## src/rtl/cic_pkg.sv

```systemverilog
`timescale 1ns/1ps
package cic_pkg;

    typedef enum logic {
        ST_FILL = 1'b0,
        ST_RUN  = 1'b1
    } warm_state_e;

    // Smallest s with 2**s >= r**4; evaluated only at elaboration.
    function automatic int norm_shift(input int r);
        longint p;
        int     s;
        p = longint'(r) * longint'(r) * longint'(r) * longint'(r);
        s = 0;
        while ((longint'(1) << s) < p) s++;
        return s;
    endfunction

endpackage

```

## src/rtl/cic_rate_ctrl.sv

```systemverilog
`timescale 1ns/1ps
module cic_rate_ctrl #(
    parameter int STAGES = 4,
    parameter int RMAX   = 256,
    parameter int TW     = 10,
    parameter int RW     = 9,
    parameter int SH_W   = 6
) (
    input  logic            clk,
    input  logic            rst_n,
    input  logic            cfg_we,
    input  logic [TW-1:0]   cfg_total,
    input  logic            cfg_hb,
    input  logic            in_valid,
    output logic [RW-1:0]   rate,
    output logic [SH_W-1:0] shift,
    output logic            comb_en,
    output logic            comb_clr,
    output logic            emit
);
    import cic_pkg::*;

    localparam int WARM_W = $clog2(STAGES + 1);

    logic [TW-1:0]   cic_share;
    logic [RW-1:0]   rate_d;
    logic [RW-1:0]   rate_q;
    logic [RW-1:0]   cnt_q;
    logic            dec_stb_q;
    warm_state_e     state_q;
    warm_state_e     state_d;
    logic [WARM_W-1:0] warm_q;
    logic [WARM_W-1:0] warm_d;
    logic [SH_W-1:0] shift_tbl [RMAX+1];

    // Rate-to-shift table, one constant per CIC rate 0..RMAX.
    for (genvar g = 0; g <= RMAX; g++) begin : g_shift
        localparam logic [SH_W-1:0] SV = SH_W'(norm_shift(g));
        assign shift_tbl[g] = SV;
    end

    // Half-band split and clamping of the requested total.
    always_comb begin
        cic_share = cfg_hb ? (cfg_total >> 1) : cfg_total;
        if (cic_share == '0) begin
            rate_d = RW'(1);
        end else if (cic_share > TW'(RMAX)) begin
            rate_d = RW'(RMAX);
        end else begin
            rate_d = RW'(cic_share);
        end
    end

    // Rate register and decimation counter.
    always_ff @(posedge clk) begin
        if (!rst_n) begin
            rate_q    <= RW'(1);
            cnt_q     <= '0;
            dec_stb_q <= 1'b0;
        end else if (cfg_we) begin
            rate_q    <= rate_d;
            cnt_q     <= '0;
            dec_stb_q <= 1'b0;
        end else begin
            dec_stb_q <= 1'b0;
            if (in_valid) begin
                if (cnt_q == rate_q - RW'(1)) begin
                    cnt_q     <= '0;
                    dec_stb_q <= 1'b1;
                end else begin
                    cnt_q <= cnt_q + RW'(1);
                end
            end
        end
    end

    // Warm-up state register.
    always_ff @(posedge clk) begin
        if (!rst_n) begin
            state_q <= ST_FILL;
            warm_q  <= '0;
        end else begin
            state_q <= state_d;
            warm_q  <= warm_d;
        end
    end

    // Next state: FILL -> RUN after STAGES comb strobes; any -> FILL on write.
    always_comb begin
        state_d = state_q;
        warm_d  = warm_q;
        if (cfg_we) begin
            state_d = ST_FILL;
            warm_d  = '0;
        end else begin
            unique case (state_q)
                ST_FILL: begin
                    if (dec_stb_q) begin
                        if (warm_q == WARM_W'(STAGES - 1)) begin
                            state_d = ST_RUN;
                            warm_d  = '0;
                        end else begin
                            warm_d = warm_q + WARM_W'(1);
                        end
                    end
                end
                ST_RUN: begin
                    state_d = ST_RUN;
                end
                default: begin
                    state_d = ST_FILL;
                end
            endcase
        end
    end

    // Outputs of the state machine.
    always_comb begin
        comb_en  = dec_stb_q && !cfg_we;
        comb_clr = cfg_we;
        unique case (state_q)
            ST_FILL: emit = 1'b0;
            ST_RUN:  emit = dec_stb_q && !cfg_we;
            default: emit = 1'b0;
        endcase
    end

    assign rate  = rate_q;
    assign shift = shift_tbl[rate_q];

endmodule

```

## src/rtl/cic_integ_chain.sv

```systemverilog
`timescale 1ns/1ps
module cic_integ_chain #(
    parameter int DW     = 16,
    parameter int ACC_W  = 48,
    parameter int STAGES = 4
) (
    input  logic                    clk,
    input  logic                    rst_n,
    input  logic                    en,
    input  logic signed [DW-1:0]    din,
    output logic signed [ACC_W-1:0] dout
);
    logic signed [ACC_W-1:0] tap [STAGES];
    logic signed [ACC_W-1:0] din_ext;

    assign din_ext = {{(ACC_W-DW){din[DW-1]}}, din};

    // Each stage adds the registered value of the stage before it.
    for (genvar s = 0; s < STAGES; s++) begin : g_int
        logic signed [ACC_W-1:0] acc_q;
        logic signed [ACC_W-1:0] feed;
        if (s == 0) begin : g_first
            assign feed = din_ext;
        end else begin : g_next
            assign feed = tap[s-1];
        end
        always_ff @(posedge clk) begin
            if (!rst_n) begin
                acc_q <= '0;
            end else if (en) begin
                acc_q <= acc_q + feed;
            end
        end
        assign tap[s] = acc_q;
    end

    assign dout = tap[STAGES-1];

endmodule

```

## src/rtl/cic_comb_chain.sv

```systemverilog
`timescale 1ns/1ps
module cic_comb_chain #(
    parameter int DW     = 16,
    parameter int ACC_W  = 48,
    parameter int STAGES = 4,
    parameter int SH_W   = 6
) (
    input  logic                    clk,
    input  logic                    rst_n,
    input  logic                    clr,
    input  logic                    en,
    input  logic                    emit,
    input  logic [SH_W-1:0]         shift,
    input  logic signed [ACC_W-1:0] din,
    output logic signed [DW-1:0]    dout
);
    logic signed [ACC_W-1:0] stg [STAGES+1];
    logic signed [DW-1:0]    sliced;
    logic signed [DW-1:0]    dout_q;

    assign stg[0] = din;

    for (genvar s = 0; s < STAGES; s++) begin : g_comb
        logic signed [ACC_W-1:0] dly_q;
        always_ff @(posedge clk) begin
            if (!rst_n) begin
                dly_q <= '0;
            end else if (clr) begin
                dly_q <= '0;
            end else if (en) begin
                dly_q <= stg[s];
            end
        end
        assign stg[s+1] = stg[s] - dly_q;
    end

    // Gain normalization: arithmetic right shift, keep the low word.
    assign sliced = DW'(stg[STAGES] >>> shift);

    always_ff @(posedge clk) begin
        if (!rst_n) begin
            dout_q <= '0;
        end else if (emit) begin
            dout_q <= sliced;
        end
    end

    assign dout = dout_q;

endmodule

```

## src/rtl/cic_decim_norm.sv

```systemverilog
`timescale 1ns/1ps
module cic_decim_norm #(
    parameter  int DW     = 16,
    parameter  int STAGES = 4,
    parameter  int RMAX   = 256,
    localparam int TW     = $clog2(2*RMAX + 1),
    localparam int RW     = $clog2(RMAX + 1)
) (
    input  logic          clk,
    input  logic          rst_n,
    input  logic          cfg_we,
    input  logic [TW-1:0] cfg_total,
    input  logic          cfg_hb,
    input  logic          in_valid,
    input  logic [DW-1:0] in_i,
    input  logic [DW-1:0] in_q,
    output logic          out_valid,
    output logic [DW-1:0] out_i,
    output logic [DW-1:0] out_q,
    output logic [RW-1:0] cic_rate
);
    localparam int GROWTH = STAGES * $clog2(RMAX);
    localparam int ACC_W  = DW + GROWTH;
    localparam int SH_W   = $clog2(GROWTH + 1);
    localparam int NCH    = 2;

    logic [SH_W-1:0] shift;
    logic            comb_en;
    logic            comb_clr;
    logic            emit;
    logic            out_valid_q;
    logic [DW-1:0]   ch_in  [NCH];
    logic [DW-1:0]   ch_out [NCH];

    cic_rate_ctrl #(
        .STAGES (STAGES),
        .RMAX   (RMAX),
        .TW     (TW),
        .RW     (RW),
        .SH_W   (SH_W)
    ) u_ctrl (
        .clk       (clk),
        .rst_n     (rst_n),
        .cfg_we    (cfg_we),
        .cfg_total (cfg_total),
        .cfg_hb    (cfg_hb),
        .in_valid  (in_valid),
        .rate      (cic_rate),
        .shift     (shift),
        .comb_en   (comb_en),
        .comb_clr  (comb_clr),
        .emit      (emit)
    );

    assign ch_in[0] = in_i;
    assign ch_in[1] = in_q;

    for (genvar c = 0; c < NCH; c++) begin : g_ch
        logic signed [ACC_W-1:0] integ_out;
        logic signed [DW-1:0]    comb_out;

        cic_integ_chain #(
            .DW     (DW),
            .ACC_W  (ACC_W),
            .STAGES (STAGES)
        ) u_integ (
            .clk   (clk),
            .rst_n (rst_n),
            .en    (in_valid),
            .din   (ch_in[c]),
            .dout  (integ_out)
        );

        cic_comb_chain #(
            .DW     (DW),
            .ACC_W  (ACC_W),
            .STAGES (STAGES),
            .SH_W   (SH_W)
        ) u_comb (
            .clk   (clk),
            .rst_n (rst_n),
            .clr   (comb_clr),
            .en    (comb_en),
            .emit  (emit),
            .shift (shift),
            .din   (integ_out),
            .dout  (comb_out)
        );

        assign ch_out[c] = comb_out;
    end

    always_ff @(posedge clk) begin
        if (!rst_n) begin
            out_valid_q <= 1'b0;
        end else begin
            out_valid_q <= emit;
        end
    end

    assign out_valid = out_valid_q;
    assign out_i     = ch_out[0];
    assign out_q     = ch_out[1];

endmodule

```

## config.mk

```make
export PLATFORM = sky130hd
export DESIGN_NAME = cic_decim_norm
export DESIGN_NICKNAME = d
export VERILOG_FILES = /design/src/rtl/cic_pkg.sv /design/src/rtl/cic_rate_ctrl.sv /design/src/rtl/cic_integ_chain.sv /design/src/rtl/cic_comb_chain.sv /design/src/rtl/cic_decim_norm.sv
export SDC_FILE = /design/constraint.sdc
export NUM_CORES = 2
export LEC_CHECK = 0
export BUFFER_PORTS_ARGS = -buffer_cell sky130_fd_sc_hd__buf_2
export CAP_MARGIN = 0
export CORE_UTILIZATION = 45
export CTS_BUF_LIST = sky130_fd_sc_hd__clkbuf_2 sky130_fd_sc_hd__clkbuf_4 sky130_fd_sc_hd__clkbuf_8
export DETAILED_ROUTE_END_ITERATION = 16
export PLACE_DENSITY = 0.62
export SYNTH_ARGS = -nofsm -noshare
export SYNTH_HDL_FRONTEND = slang
export SYNTH_SLANG_ARGS = --single-unit
```

## constraint.sdc

```tcl
create_clock -name clk -period 9.5 [get_ports clk]
set_input_delay 0.475 -clock clk [delete_from_list [all_inputs] [get_ports clk]]
set_output_delay 0.475 -clock clk [all_outputs]
set_load 0.05 [all_outputs]
```

==> qor_table.md <==
| Step | Item | This run |
|:---|:---|:---|
| cells and area | Summed area of non-filler cells in the final layout | 80,600 sq um |
| route | Number of vias per cell after detailed routing | 5.52 |
| route | Count of vias placed by the detailed router | 64,390 |
| worst setup path | Worst-path fanout max | 6 |
| timing | Achievable Freq | 0.110 GHz |
| floorplan | Count of standard-cell rows | 147 |
| timing | Final setup viols | 0 |
| worst setup path | Register-to-register setup slack | 450 ps |
| worst setup path | Critical path arrival | 9820 ps |
| worst setup path | Launching element type of the critical path | flop |
| synth | Share of flip-flops with an asynchronous set or reset | 0 |
| route | Total wire length after detailed routing | 186 mm |
| timing | Total negative slack for setup checks | 0 ps |
| cells and area | Final standard cell utilization of the core | 0.503 |
| synth | Synth Net Count | 10,117 |
| place | Placed cell area | 75,500 sq um |
| floorplan | Die footprint | 163,000 sq um |
| floorplan | Die extent in y | 404 um |
| cts | Clk sinks | 824 |
| route | DR DRC count | 0 |
| global routing | Global-route wire length before repair | 307 mm |
| synth | Dominant register cell in the synthesized netlist | dfxtp_1 |
| cells and area | Nets@finish | 10,201 |
| worst setup path | Start-to-end type of the worst setup path | reg -> reg |
| global routing | Largest net degree at the start of global routing | 161 |
| floorplan | Boundary pin count | 89 |
| worst setup path | Max stage delay cell, worst path | a221o_2 |
| global routing | Total Routing Usage GR | 0.221 |
| timing | Relative slew slack | 0.283 |
| worst hold path | Worst hold endpoint | g_ch[0].u_integ.g_int[0].acc_q[6] |
| synth | Gate count of the mapped netlist | 9,290 |
| worst setup path | Reg-to-reg startpoint | g_ch[1].u_integ.dout[0] |
| cells and area | Most frequent standard cell in the layout excluding fill and tap cells | nor2_1 |
| cts | Skew-Pair Late Insertion Delay | 920 ps |
| global routing | Antenna violations before repair | 2 |
| worst setup path | Worst Reg2Reg Path Length in Cells | 48 |
| worst setup path | CP endpoint kind | flop |
| worst hold path | Min-delay worst type | in -> reg |
| worst hold path | Number of cells on the worst hold path | 5 |
| route | Antenna Nets Post-Route | 0 |
| place | Count of input and output buffers | 88 |
| timing | Number of hold violations in the final report | 0 |
| route | Iteration-0 DRC Markers | 3,600 |
| global routing | Grt ovf | 0 |
| timing | Clock Skew | 45.5 ps |
| cts | CTS tree | built |
| cells and area | Layout overhead on the synthesized area | 11.0% |
| floorplan | Core Box Area | 160,000 sq um |
| cells and area | Share of layout cells above drive strength 1 | 0.0885 |
| worst setup path | Slowest stage delay, CP | 500 ps |
| worst setup path | Cell mode on critical path | a21oi_2 |
| timing | Number of slew-limit violations in the final report | 0 |
| synth | Count of flip-flops with a built-in enable after synthesis | 0 |
| cts | Reg clk slew, reported paths | 60 ps |
| synth | Count of unique library cells instantiated by Yosys | 106 |
| timing | Minimum clock period | 9050 ps |
| worst setup path | Reg2Reg Capture Point | g_ch[1].u_comb.dout[15] |
| timing | Period Utilization, post-route | 0.953 |
| timing | Hold Worst Slack | 113 ps |
| worst setup path | Worst path required time | 10,260 ps |
| run | Max-cap violation count | 0 |
| place | Placer's final routability congestion estimate | 0.919 |
| timing | Actual slew at the worst max-slew pin | 1070 ps |
| synth | Share of synthesized area occupied by flip-flops and latches | 0.227 |
| place | HPWL after detailed placement | 138 mm |
| cells and area | Most used cells in the layout excluding fill and tap cells | nor2_1, dfxtp_1, ha_1 |
| synth | Area of the mapped netlist | 72,600 sq um |
| floorplan | DIE WIDTH | 404 um |
| cts | CTS Root Cell | clkbuf_8 |
| worst hold path | Min-Delay Startpoint | in_i[6] |
| global routing | Number of global-route vias before repair | 60,783 |
| synth | Mean instance size in the synthesized netlist | 7.82 sq um |
| cts | Number of buffers between clock root and the deepest sink | 3 |
| route | Mean routed wirelength per cell | 15.9 um |
| route | Drt pass-1 iters | 6 |
| cts | Cts bufs inserted | 161 |
| synth | #FFs+latches synth | 824 |
| cts | CTS H-tree lvls | 4 |
| floorplan | Starting Density | 0.453 |
| run status | Result of the run | complete, no violations |
| synth | Warnings, synthesis | 0 |
==> cells in the mapped netlist, types with 118 or more instances <==
library cell	n	area share
nand3_1	160	0.011
nand2b_1	126	0.011
mux2i_1	657	0.091
nor2b_1	124	0.011
xnor2_1	472	0.057
clkbuf_1	280	0.014
inv_1	591	0.031
a211oi_1	118	0.012
ha_1	764	0.13
xor2_1	204	0.025
o21ai_0	492	0.034
nor2_1	1127	0.058
nand2_1	589	0.030
dfxtp_1	824	0.23
a21oi_1	802	0.055
a21o_1	471	0.049
==> state kept, by name, indices dropped and copies added (netlist names) <==
signal,cells
u_ctrl.warm_q,3
g_ch.u_integ.g_int.acc_q,288
g_ch.u_comb.g_comb.dly_q,384
u_ctrl.cnt_q,9
u_ctrl.rate,9
g_ch.u_comb.dout,32
u_ctrl.dec_stb_q,1
g_ch.u_integ.dout,96
out_valid,1
u_ctrl.state_q,1
==> stage by stage <==
stage,setup WS [ps],cells
5_1_grt,-75.2,11666
4_1_cts,3.95,11624
3_5_place_dp,-48.5,11308
6_report,448,11667
2_1_floorplan,463,9290
3_3_place_gp,82.6,11308
==> worst max path at each step <==
stage,startpoint,endpoint,cells after the start
after detailed placement,g_ch[1].u_integ.dout[0],g_ch[1].u_comb.dout[15],54
after CTS,g_ch[1].u_integ.dout[0],g_ch[1].u_comb.dout[15],52
after floorplan,g_ch[1].u_integ.dout[0],g_ch[1].u_comb.dout[12],50
final,g_ch[1].u_integ.dout[0],g_ch[1].u_comb.dout[15],48
after global placement,g_ch[1].u_integ.dout[0],g_ch[1].u_comb.dout[8],48
after global routing,g_ch[0].u_integ.dout[0],g_ch[0].u_comb.dout[12],49
==> worst max-delay path: cells and delay by family (launching register included) <==
family	cells	cell delay, ps
AOI/OAI and AO/OA	29	4680
adders and majority gates	5	1490
and+or+nand+nor	7	1240
muxes	2	580
xor gates and xnor gates	3	500
DFF	1	320
buffers and inverters	2	110
==> cell type report <==
type | instances | area (sq um)
Tap cell | 2160 | 2700
Sequential cell | 824 | 16500
Inverter | 593 | 2240
Timing Repair Buffer | 290 | 2070
Clock buffer | 246 | 3080
Fill cell | 15777 | 79700
Clock inverter | 47 | 582
Multi-Input combinational cell | 7504 | 53500
Antenna cell | 3 | 7.51
==> layer usage <==
layer | share of wire | routed length [um] | GRT usage
met1 | 0.51 | 94700 | 0.310
met2 | 0.43 | 79800 | 0.350
met3 | 0.033 | 6180 | 0.0266
met4 | 0.027 | 5060 | 0.0714
met5 | 0 | 0 | 0
==> cells by family (layout without fill, tap and decap cells) <==
logic type	count (synthesis)	after routing	share of synthesized area
buf+inv	962	1176	0.0506
flops	824	824	0.227
other cells	0	3	0
simple gates	2635	2635	0.165
mux	682	682	0.0950
fa+ha+maj	780	780	0.136
xor+xnor	677	677	0.0818
compound gates	2730	2730	0.244
==> timing repair <==
action | 4_1_cts | 5_1_grt
hold buffers | 23 | 0
endpoints found under the hold margin | 18 | 0
gates resized for setup | 10 | 195
gates cloned | 0 | 0
setup buffers | 0 | 40
endpoints found under the setup margin | 5 | 32
pin swaps | 2 | 104
Power is left out: the tool's default activity adds up to more than one toggle a clock period on the data nets, which glitch-free logic cannot reach.
